`src/rtl/smm_seq_pkg.sv`:
```
// Package: recipe encoding shared by the sequencer blocks.
// Assumes the three straps are static while the processor is in management mode.
package smm_seq_pkg;

    typedef enum logic [2:0] {
        RCP_OVL_WT_CACHE = 3'd0,  // overlaid, write-through, caching on
        RCP_OVL_WT_NC    = 3'd1,  // overlaid, write-through, caching off
        RCP_OVL_WB       = 3'd2,  // overlaid, write-back
        RCP_NOV_WB_CACHE = 3'd3,  // separate RAM, write-back, caching on
        RCP_NOV_NC       = 3'd4,  // separate RAM, caching off
        RCP_NOV_PASS     = 3'd5   // separate RAM, write-through, caching on
    } recipe_t;

    // Map the straps to one timing recipe.
    function automatic recipe_t pick_recipe(input logic ovl, input logic wb,
                                            input logic cache_on);
        recipe_t r;
        if (ovl) begin
            if (wb)            r = RCP_OVL_WB;
            else if (cache_on) r = RCP_OVL_WT_CACHE;
            else               r = RCP_OVL_WT_NC;
        end else begin
            if (!cache_on)     r = RCP_NOV_NC;
            else if (wb)       r = RCP_NOV_WB_CACHE;
            else               r = RCP_NOV_PASS;
        end
        return r;
    endfunction

endpackage

```
`src/rtl/smm_sync.sv`:
```
// Module: multi-stage synchroniser for a vector of independent active-low levels.
// Assumes each bit is a slow level; resets every stage to 1 (inactive).
module smm_sync #(
    parameter int WIDTH  = 2,
    parameter int STAGES = 2
) (
    input  logic             clk,
    input  logic             rst_n,
    input  logic [WIDTH-1:0] din,
    output logic [WIDTH-1:0] dout
);
    localparam int LAST = STAGES - 1;

    logic [WIDTH-1:0] stage_q [STAGES];

    // Shift each input through the stage chain.
    always_ff @(posedge clk) begin
        if (!rst_n) begin
            for (int i = 0; i < STAGES; i++) stage_q[i] <= '1;
        end else begin
            stage_q[0] <= din;
            for (int i = 1; i < STAGES; i++) stage_q[i] <= stage_q[i-1];
        end
    end

    assign dout = stage_q[LAST];

endmodule

```
`src/rtl/smm_edge_det.sv`:
```
// Module: rise/fall detection on synchronised levels, one flop of history per bit.
// Assumes inputs are already in the clock domain; history resets to 1.
module smm_edge_det #(
    parameter int WIDTH = 2
) (
    input  logic             clk,
    input  logic             rst_n,
    input  logic [WIDTH-1:0] lvl,
    output logic [WIDTH-1:0] fall,
    output logic [WIDTH-1:0] rise
);
    logic [WIDTH-1:0] prev_q;

    // Remember last cycle's level.
    always_ff @(posedge clk) begin
        if (!rst_n) prev_q <= '1;
        else        prev_q <= lvl;
    end

    genvar g;
    generate
        for (g = 0; g < WIDTH; g++) begin : g_bit
            // Compare current and previous level per bit.
            assign fall[g] = prev_q[g] & ~lvl[g];
            assign rise[g] = ~prev_q[g] & lvl[g];
        end
    endgenerate

endmodule

```
`src/rtl/smm_flush_ctl.sv`:
```
// Module: management window tracking, exit-flush arming and flush pulse generation.
// Assumes one-cycle edge strobes; flush outputs are registered single-cycle pulses.
module smm_flush_ctl
    import smm_seq_pkg::*;
(
    input  logic    clk,
    input  logic    rst_n,
    input  recipe_t recipe,
    input  logic    smi_fall,
    input  logic    act_fall,
    input  logic    act_rise,
    input  logic    ken_sys_n,
    output logic    win,
    output logic    flush_n,
    output logic    l2_flush
);
    logic win_q;
    logic arm_q;
    logic wt_rcp;
    logic entry_hit;
    logic exit_hit;
    logic fire;

    // Classify which edges call for a flush under the current recipe.
    always_comb begin
        wt_rcp    = (recipe == RCP_OVL_WT_CACHE) || (recipe == RCP_OVL_WT_NC);
        entry_hit = (wt_rcp && act_fall) || ((recipe == RCP_OVL_WB) && smi_fall);
        exit_hit  = wt_rcp && act_rise && arm_q;
        fire      = entry_hit || exit_hit;
    end

    // Open the window on request or acknowledge fall, close on acknowledge rise.
    always_ff @(posedge clk) begin
        if (!rst_n)                    win_q <= 1'b0;
        else if (act_rise)             win_q <= 1'b0;
        else if (smi_fall || act_fall) win_q <= 1'b1;
    end

    // Arm the exit flush only when the cache was live at the entry flush.
    always_ff @(posedge clk) begin
        if (!rst_n)
            arm_q <= 1'b0;
        else if (act_rise)
            arm_q <= 1'b0;
        else if (wt_rcp && act_fall)
            arm_q <= (recipe == RCP_OVL_WT_CACHE) && !ken_sys_n;
    end

    // Register the flush pulse for both cache levels.
    always_ff @(posedge clk) begin
        if (!rst_n) begin
            flush_n  <= 1'b1;
            l2_flush <= 1'b0;
        end else begin
            flush_n  <= ~fire;
            l2_flush <= fire;
        end
    end

    assign win = win_q;

endmodule

```
`src/rtl/smm_policy_mux.sv`:
```
// Module: selects forced or pass-through cache enable and write policy.
// Assumes win is registered; the outputs are combinational from it and the system values.
module smm_policy_mux
    import smm_seq_pkg::*;
(
    input  recipe_t recipe,
    input  logic    win,
    input  logic    ken_sys_n,
    input  logic    wbwt_sys,
    output logic    ken_n,
    output logic    wbwt
);
    logic kill_cache;
    logic force_wt;

    // Decide which override applies inside the window.
    always_comb begin
        kill_cache = (recipe == RCP_OVL_WB) || (recipe == RCP_OVL_WT_NC) ||
                     (recipe == RCP_NOV_NC);
        force_wt   = (recipe == RCP_NOV_WB_CACHE);
        ken_n      = (win && kill_cache) ? 1'b1 : ken_sys_n;
        wbwt       = (win && force_wt)   ? 1'b0 : wbwt_sys;
    end

endmodule

```
`src/rtl/smm_cache_seq.sv`:
```
// Module: top of the management-mode cache coherency sequencer.
// Assumes asynchronous request/acknowledge inputs and static straps; reset is synchronous.
module smm_cache_seq
    import smm_seq_pkg::*;
#(
    parameter int SYNC_STAGES = 2
) (
    input  logic clk,
    input  logic rst_n,
    input  logic smi_req_n,
    input  logic smiact_n,
    input  logic cfg_overlaid,
    input  logic cfg_writeback,
    input  logic cfg_cache_in_smm,
    input  logic ken_sys_n,
    input  logic wbwt_sys,
    output logic flush_n,
    output logic l2_flush,
    output logic ken_n,
    output logic wbwt
);
    localparam int NSIG    = 2;
    localparam int IDX_SMI = 0;
    localparam int IDX_ACT = 1;

    logic [NSIG-1:0] raw_lvl;
    logic [NSIG-1:0] sync_lvl;
    logic [NSIG-1:0] fall_v;
    logic [NSIG-1:0] rise_v;
    recipe_t         recipe;
    logic            win;

    assign raw_lvl[IDX_SMI] = smi_req_n;
    assign raw_lvl[IDX_ACT] = smiact_n;

    // Decode straps to the active recipe.
    always_comb recipe = pick_recipe(cfg_overlaid, cfg_writeback, cfg_cache_in_smm);

    smm_sync #(.WIDTH(NSIG), .STAGES(SYNC_STAGES)) u_sync (
        .clk  (clk),
        .rst_n(rst_n),
        .din  (raw_lvl),
        .dout (sync_lvl)
    );

    smm_edge_det #(.WIDTH(NSIG)) u_edge (
        .clk  (clk),
        .rst_n(rst_n),
        .lvl  (sync_lvl),
        .fall (fall_v),
        .rise (rise_v)
    );

    smm_flush_ctl u_flush (
        .clk      (clk),
        .rst_n    (rst_n),
        .recipe   (recipe),
        .smi_fall (fall_v[IDX_SMI]),
        .act_fall (fall_v[IDX_ACT]),
        .act_rise (rise_v[IDX_ACT]),
        .ken_sys_n(ken_sys_n),
        .win      (win),
        .flush_n  (flush_n),
        .l2_flush (l2_flush)
    );

    smm_policy_mux u_mux (
        .recipe   (recipe),
        .win      (win),
        .ken_sys_n(ken_sys_n),
        .wbwt_sys (wbwt_sys),
        .ken_n    (ken_n),
        .wbwt     (wbwt)
    );

endmodule

```
`config.mk`:
```
export PLATFORM = sky130hd
export DESIGN_NAME = smm_cache_seq
export DESIGN_NICKNAME = d
export VERILOG_FILES = /design/src/rtl/smm_seq_pkg.sv /design/src/rtl/smm_sync.sv /design/src/rtl/smm_edge_det.sv /design/src/rtl/smm_flush_ctl.sv /design/src/rtl/smm_policy_mux.sv /design/src/rtl/smm_cache_seq.sv
export SDC_FILE = /design/constraint.sdc
export NUM_CORES = 1
export LEC_CHECK = 0
export ABC_CLOCK_PERIOD_IN_PS = 3000
export CAP_MARGIN = 20
export CELL_PAD_IN_SITES_DETAIL_PLACEMENT = 0
export CELL_PAD_IN_SITES_GLOBAL_PLACEMENT = 1
export CORE_AREA = 3 3 40 42
export DETAILED_ROUTE_END_ITERATION = 8
export DIE_AREA = 0 0 43 45
export PLACE_DENSITY_LB_ADDON = 0.1
export SYNTH_ARGS = -nofsm -noshare
export SYNTH_HDL_FRONTEND = slang
export SYNTH_SLANG_ARGS = --single-unit
```
`constraint.sdc`:
```
create_clock -name clk -period 3 [get_ports clk]
set_clock_uncertainty 0.2 [all_clocks]
set_input_delay 0.45 -clock clk [delete_from_list [all_inputs] [get_ports clk]]
set_output_delay 0.45 -clock clk [all_outputs]
set_load 0.05 [all_outputs]
```
; Word-level counts from Yosys, hierarchy flattened
; Memories as Yosys holds them, arrays and structs flattened.
; Index checks and enable logic that the tools add are counted.
[totals]
reg_bits = 6
mem_bits_rw = 4
mem_count = 1
[mem_list]
columns = name, words, word_bits, read_ports, rd_clocked_by_memory_dff, wr, line_no
row1 = u_sync.stage_q, 2, 2, 2, 0, 2, smm_sync.sv:14  ; logic [WIDTH-1:0] stage_q [STAGES];
[op_classes]
n_eq_ne = 4
muxes = 11
n_bitwise = 10
n_reduce_logical = 16
[op_table]
columns = op, n
row1 = $mux W3, 3
row2 = $logic_and A1 B1 Y1, 7
row3 = $eq A3 B2 Y1 const B, 2
row4 = $logic_or A1 B1 Y1, 6
row5 = $mux W2, 3
row6 = $mux W1, 5
row7 = $not A1 Y1, 5
row8 = $and A1 B1 Y1, 3
row9 = $eq A3 B1 Y1 const B, 1
row10 = $eq A3 B3 Y1 const B, 1
row11 = $logic_not A3 Y1, 1
row12 = $or A1 B1 Y1, 2
row13 = $reduce_or A2 Y1, 1
row14 = $logic_not A1 Y1, 1

; Depth between registers and ports, before layout
; Gate-level depths: netlist of the first run.
[depth]
ltp_word = 9
mapped_depth = 3
depth_no_buf = 3

; Modules after synthesis
; Synthesis of the first run repeated with hierarchy kept, for this count alone.
[hier_totals]
hier_cells = 44
area_unflattened_um2 = 447.9
[by_module_without_submodules]
columns = mod, instances, cells_each, area_each_um2, seq_area_each_um2
row1 = smm_flush_ctl, 1, 16, 171.4, 80.1
row2 = smm_sync, 1, 10, 120.1, 80.1
row3 = smm_edge_det, 1, 8, 77.6, 40.0
row4 = smm_policy_mux, 1, 6, 47.5, 0.0
row5 = smm_cache_seq, 1, 4, 31.3, 0.0

; Least setup slack after synthesis of the first run
; Ideal clock, no wire load.
[synth_path]
path_kind = input to output
startpoint = in cfg_writeback
endpoint = out wbwt
t_arrival_ps = 929
required_ps = 2350
slack_ps = 1421
stages = 2
cell_sequence = nand2_1 -> o31a_1
[synth_via]
elab_chain_cells = 6
[synth_rtl]
columns = element, line_no
row1 = start: declaration, smm_cache_seq.sv:13  ; input logic cfg_writeback,
row2 = $mux W3, smm_seq_pkg.sv:24  ; else if (wb) r = RCP_NOV_WB_CACHE;
row3 = $mux W3, smm_seq_pkg.sv:23  ; if (!cache_on) r = RCP_NOV_NC;
row4 = $mux W3 *, smm_seq_pkg.sv:18  ; if (ovl) begin
row5 = $eq A3 B2 Y1 *, smm_policy_mux.sv:20  ; force_wt = (recipe == RCP_NOV_WB_CACHE);
row6 = $logic_and A1 B1 Y1 *, smm_policy_mux.sv:22  ; wbwt = (win && force_wt) ? 1'b0 : wbwt_sys;
row7 = $mux W1 *, smm_policy_mux.sv:22
row8 = end: declaration, smm_cache_seq.sv:20  ; output logic wbwt
; Mark *: on every way between the ends. The rest lies on a longest branch, timed or not.

; Worst setup path after layout of the first run
; Same ends and word-level chain as after synthesis.

==> flow_summary.yaml, run 1 <==
synthesis:
  synthAdderAreaFrac_pct: 0
  synth_xor_area_share_pct: 0
  synth_common_cells: "dfxtp_1, or2b_1, nand2_1"
  synthMostInstantiatedCell: "dfxtp_1"
  syn-instance-count: 36
  synth_enable_flop_cells: 0
  synthTopCellsByArea: "dfxtp_1, or2b_1, nand2_1, a211oi_2, nand4bb_1"
  yosysSeqAreaShare_pct: 52.29
  yosysUniqueCellTypes: 19
  synthMuxAreaShare_pct: 0
  synth-simple-area-share_pct: 29.74
  yosys_most_used_dff: "dfxtp_1"
  synth_area_um2: 382.9
  syn_nets: 45
  synth_top_family_by_area: "simple AND/OR/NAND/NOR gates"
  yosys_warnings: 0
  syn_area_per_cell_um2: 10.64
  synth_top_area_share_pct: 52.29
  ys_ff_latch: 10
  synth_largest_area_cell: "dfxtp_1"
  synthArstFlopShare_pct: 0
  synth-compound-area-share_pct: 16.99
floorplan:
  fp-row-count: 13
  die_h_um: 45
  die_width_um: 43
  ioPinCount: 13
  core_mm2: 0.001285
  die-area_mm2: 0.001935
  start_util_pct: 29.80
worst_setup_path:
  worstSetupStartpointType: "input pin"
  critical-path-top-delay-family: "buffers and inverters"
  cp.required_ps: 2350
  worstPathCellList: "clkdlybuf4s50_1, nand2_1, o31a_1, clkdlybuf4s50_1"
  worstReg2RegEnd: "u_flush.flush_n$_SDFF_PN1_"
  end_kind: "primary output"
  crit_buf_inv: 2
  reg2regPathDepth: 3
  crit_path_max_fanout: 7
  r2r_slack_ps: 1740
  cp_slowest_stage_delay_ps: 700
  path_class: "input pin to primary output"
  cp.arrival_ps: 2040
  cpMaxStageDelayCell: "clkdlybuf4s50_1"
  worstReg2RegStart: "u_edge.prev_q[1]$_SDFF_PN1_"
  crit_path_frequent_cell: "clkdlybuf4s50_1"
detailed_routing:
  wl_um: 654
  num_vias: 303
  drt_iter0_markers: 5
  wire_per_inst_um: 9.761
  dr.pass1.iters: 4
  postRouteAntennaNets: 0
  routed_via_density: 4.522
  drc: 0
timing:
  slew_headroom_pct: 66.95
  drv_slew: 0
  rsz0062_at_grt: "no"
  post-route-period-util_pct: 89.72
  hold_viol_final: 0
  finalSetupViolations: 0
  finalSetupTns_ps: 0
  worst_pin_slew_ps: 494.3
  max_freq_mhz: 371.5
  finalCriticalPeriod_ps: 2691
clocking:
  cts_made_buffers: 3
  cts_hold_buffers: 0
  cts_sinks: 10
  insertion_delay_ps: 260
  tritoncts: "yes"
  h-tree-depth: 1
  clock-root-buffer: "clkbuf_4"
  cts_setup_buffers: 0
  path_clk_slew_ps: 70
  cts_resized: 0
  clockBufferDepth: 2
cells_and_area:
  layout_commonest_cell: "clkdlybuf4s50_1"
  num-nets-final: 62
  stdcell_count: 67
  drive_gt1_share_pct: 15.38
  final_cell_mix: "clkdlybuf4s50_1, dfxtp_1, or2b_1"
  final_core_util_pct: 43.23
  area_delta_synth_final_pct: 45.10
  n_antenna_cell: 0
  ff_latch_area_um2: 200.2
  finish.instance_area_um2: 555.5
  multi_input_area_um2: 178.9
  fill_cells: 128
worst_hold_path:
  holdCritStartpoint: "u_sync.stage_q[0][0]$_SDFF_PN1_"
  hp-class: "register to register"
  min_to: "u_sync.stage_q[0][2]$_SDFF_PN1_"
  hold_depth: 1
place:
  place.port_buffers: 12
  gp_congestion: 0.7309
  dp_cells: 63
  postPlaceCellArea_um2: 519.2
  dp_hpwl_um: 512.9
power_and_ir_drop:
  vdd_drop_max_uv: 213.1
  leakage_uw: 0.0002192
  p_per_area_mw_per_mm2: 536.7
  report.power.total_uw: 298.2
grt:
  grt-ovfl-total: 0
  grt_max_degree: 10
  grt_pass1_vias: 313
  antenna_found_initial: 0
  grt_pass1_wl_um: 1228
  track_usage_pct: 8.855
job:
  maxCapViolations: 0
run_status:
  status: "finished clean"
## kinds of logic (layout without fill, tap and decap cells)
| logic type | after synthesis | in the layout |
|---|---|---|
| compound gates | 8 | 8 |
| simple gates | 17 | 17 |
| buf+inv | 1 | 17 |
| flops | 10 | 10 |
## report_power, final
group / leakage (µW) / internal (µW) / switching [µW]
combinational: 0.000116 / 20.8 / 20.6
clock: 0.0000210 / 73.5 / 43.2
sequential: 0.0000823 / 138 / 1.94
total: 0.000219 / 232 / 65.8
## worst max-delay path by stage
| stage | start | end | cells after the start |
|---|---|---|---|
| finish | cfg_writeback | wbwt | 4 |
| CTS | cfg_writeback | wbwt | 4 |
| floorplan | cfg_writeback | wbwt | 2 |
| global route | cfg_writeback | wbwt | 4 |
| detailed placement | cfg_writeback | wbwt | 4 |
| global placement | cfg_writeback | wbwt | 4 |
## metal layers
layer | up-vias | part of all wire (%) | track usage, %
met5 | - | 0 | 0
met4 | 0 | 0.76 | 7.229
met3 | 2 | 9.0 | 4.781
met2 | 11 | 47 | 13.17
met1 | 134 | 43 | 9.246
li1 | 156 | - | -
## layout make-up
cell class                      count  share of cell area [%]
Sequential cell                    10                   36.04
Multi-Input combinational cell     25                   32.21
Timing Repair Buffer               12                   21.17
Clock buffer                        4                   6.532
Tap cell                           15                   3.378
Inverter                            1                  0.6757
## worst reg2reg max path: stages (launching register included)
cell	delay, ps
dfxtp_1	360
nor2b_1	250
a211oi_2	80
a211o_1	270
## sequential cells by signal (all words and copies together), names as in the netlist
signal and flops:
u_flush.win 1, u_flush.flush_n 1, u_sync.stage_q 4, u_edge.prev_q 2, u_flush.arm_q 1, u_flush.l2_flush 1
## per-stage QoR
stage          hold slack [ps]  setup WS (ps)
4_1_cts                  207.6          300.5
2_1_floorplan            184.6           1421
5_1_grt                  238.4          235.2
3_3_place_gp             192.0          312.5
3_5_place_dp             192.4          303.8
6_report                 204.9          308.5
Power figures use the tool's default switching activity.
==> inputs of run 2 (changes only) <==
--- a/config.mk
+++ b/config.mk
@@ -5,6 +5,7 @@
 export SDC_FILE = /design/constraint.sdc
 export NUM_CORES = 1
 export LEC_CHECK = 0
+export ABC_AREA = 1
 export ABC_CLOCK_PERIOD_IN_PS = 3000
 export CAP_MARGIN = 20
 export CELL_PAD_IN_SITES_DETAIL_PLACEMENT = 0
==> flow_summary.yaml, run 2 <==
run_status:
  status: "finished clean"
detailed_routing:
  drc: 0
  num_vias: 356
  postRouteAntennaNets: 0
  routed_via_density: 4.238
  wire_per_inst_um: 8.238
  wl_um: 692
  dr.pass1.iters: 4
  drt_iter0_markers: 3
floorplan:
  die_h_um: 45
  start_util_pct: 30.96
  core_mm2: 0.001285
  fp-row-count: 13
  die-area_mm2: 0.001935
  ioPinCount: 13
  die_width_um: 43
clocking:
  insertion_delay_ps: 260
  clockBufferDepth: 2
  cts_hold_buffers: 0
  cts_sinks: 10
  cts_resized: 0
  h-tree-depth: 1
  cts_setup_buffers: 0
  cts_made_buffers: 3
  clock-root-buffer: "clkbuf_4"
  tritoncts: "yes"
  path_clk_slew_ps: 70
place:
  dp_hpwl_um: 563.9
  gp_congestion: 0.7311
  place.port_buffers: 12
  postPlaceCellArea_um2: 534.3
worst_hold_path:
  hold_depth: 1
  min_to: "u_sync.stage_q[0][3]$_SDFF_PN1_"
  holdCritStartpoint: "u_sync.stage_q[0][1]$_SDFF_PN1_"
  hp-class: "register to register"
timing:
  finalCriticalPeriod_ps: 2667
  post-route-period-util_pct: 88.91
  finalSetupViolations: 0
  finalSetupTns_ps: 0
  worst_pin_slew_ps: 489.1
  rsz0062_at_grt: "no"
  slew_headroom_pct: 67.29
  max_freq_mhz: 374.9
  drv_slew: 0
  hold_viol_final: 0
worst_setup_path:
  reg2regPathDepth: 6
  worstSetupStartpointType: "input pin"
  path_class: "input pin to primary output"
  cp.required_ps: 2350
  crit_path_max_fanout: 4
  crit_path_frequent_cell: "clkdlybuf4s50_1"
  r2r_slack_ps: 1940
  cpMaxStageDelayCell: "clkdlybuf4s50_1"
  worstReg2RegEnd: "u_flush.arm_q$_SDFFE_PP0P_"
  worstReg2RegStart: "u_sync.stage_q[0][3]$_SDFF_PN1_"
  end_kind: "primary output"
  cp_slowest_stage_delay_ps: 820
  worstPathCellList: "clkdlybuf4s50_1, nand2_1, a31oi_1, clkdlybuf4s50_1"
  cp.arrival_ps: 2020
job:
  maxCapViolations: 0
synthesis:
  synthArstFlopShare_pct: 0
  synth_common_cells: "dfxtp_1, nand2_1, inv_1, nor2_1, or2_2"
  synth_enable_flop_cells: 0
  synth_largest_area_cell: "dfxtp_1"
  yosys_most_used_dff: "dfxtp_1"
  synthTopCellsByArea: "dfxtp_1, nand2_1, inv_1, or2_2, nor2_1"
  ys_ff_latch: 10
  yosysSeqAreaShare_pct: 50.31
  syn-instance-count: 53
  synth_top_area_share_pct: 50.31
  syn_nets: 62
  yosys_warnings: 0
  synth_area_um2: 397.9
  yosysUniqueCellTypes: 13
  syn_area_per_cell_um2: 7.507
grt:
  grt_pass1_vias: 319
  grt_pass1_wl_um: 1228
  grt-busiest-layer: "met2"
  grt_max_degree: 8
  antenna_found_initial: 0
  track_usage_pct: 8.855
  use_met1_pct: 10.95
  grtUsageMet2_pct: 11.38
  grt_use_met3_pct: 5.578
  grt-ovfl-total: 0
cells_and_area:
  finish.instance_area_um2: 570.5
  layout_commonest_cell: "clkdlybuf4s50_1"
  n_antenna_cell: 0
  num-nets-final: 79
  fill_cells: 139
  drive_gt1_share_pct: 21.74
  multi_input_area_um2: 160.2
  area_delta_synth_final_pct: 43.40
  top_register: "u_sync.stage_q"
  largest_reg_flops: 4
  ff_latch_area_um2: 200.2
  reg.largest.list: "u_sync.stage_q x4, u_edge.prev_q x2"
  final_cell_mix: "clkdlybuf4s50_1, nand2_1, dfxtp_1"
power_and_ir_drop:
  vdd_drop_max_uv: 209.6
  leakage_uw: 0.0002767
  p_per_area_mw_per_mm2: 527.2
[run 2: cell types whose count changed after synthesis, sizes merged, moves of 2 or more]
cell    change
nor2       +10
or2b        -6
nand2       +6
nor2b       -2
a211oi      -2
o21ai       +3
inv         +9
or2         +5
[run 2: cell families after synthesis]
| logic type | count (synthesis) | synth area share, % |
|---|---|---|
| compound gates | 6 | 8.804 |
| buf+inv | 10 | 9.432 |
| flops | 10 | 50.31 |
| simple gates | 27 | 31.45 |
[run 2: layer usage]
metal / wire length, µm / part of all wire (%)
met4: 6 / 0.87
met5: 0 / 0
met2: 299 / 43
met3: 66 / 9.5
met1: 319 / 46
[run 2: stage by stage]
step	worst slack, ps	cells	utilization, %	power [µW]	hold slack (ps)
after floorplan	987.0	53	-	165.5	192.5
after global placement	347.2	80	41.58	185.3	195.1
after detailed placement	338.5	80	41.58	184.9	198.8
after CTS	332.8	84	44.40	305.3	218.1
after global routing	231.9	84	44.40	318.6	234.5
final	332.8	84	44.40	300.8	210.6
[run 2: cell type report]
| cell class | count | share of cell area (%) |
|---|---|---|
| multi-input combinational | 33 | 28.07 |
| timing repair buffer | 12 | 20.61 |
| tap | 15 | 3.289 |
| sequential | 10 | 35.09 |
| clock buffer | 4 | 6.360 |
| inverter | 10 | 6.579 |
[run 2: worst max-delay path by stage]
stage                   from  endpoint  cells after the start
6_report       cfg_writeback     ken_n                      4
5_1_grt         cfg_overlaid     ken_n                      4
2_1_floorplan      ken_sys_n     ken_n                      2
4_1_cts         cfg_overlaid     ken_n                      4
3_5_place_dp    cfg_overlaid     ken_n                      4
3_3_place_gp   cfg_writeback     ken_n                      4
[run 2: where the power goes]
| part | internal, µW | switching [µW] | leakage, µW |
|---|---|---|---|
| sequential | 138 | 2.39 | 0.0000821 |
| combinational | 19.6 | 21.6 | 0.000174 |
| clock | 73.6 | 45.8 | 0.0000210 |
| total | 231 | 69.8 | 0.000277 |
[run 2: critical path: cells and delay by family]
kind	cells	cell delay, ps
simple gates	1	90
compound gates	1	140
buf+inv	2	1350
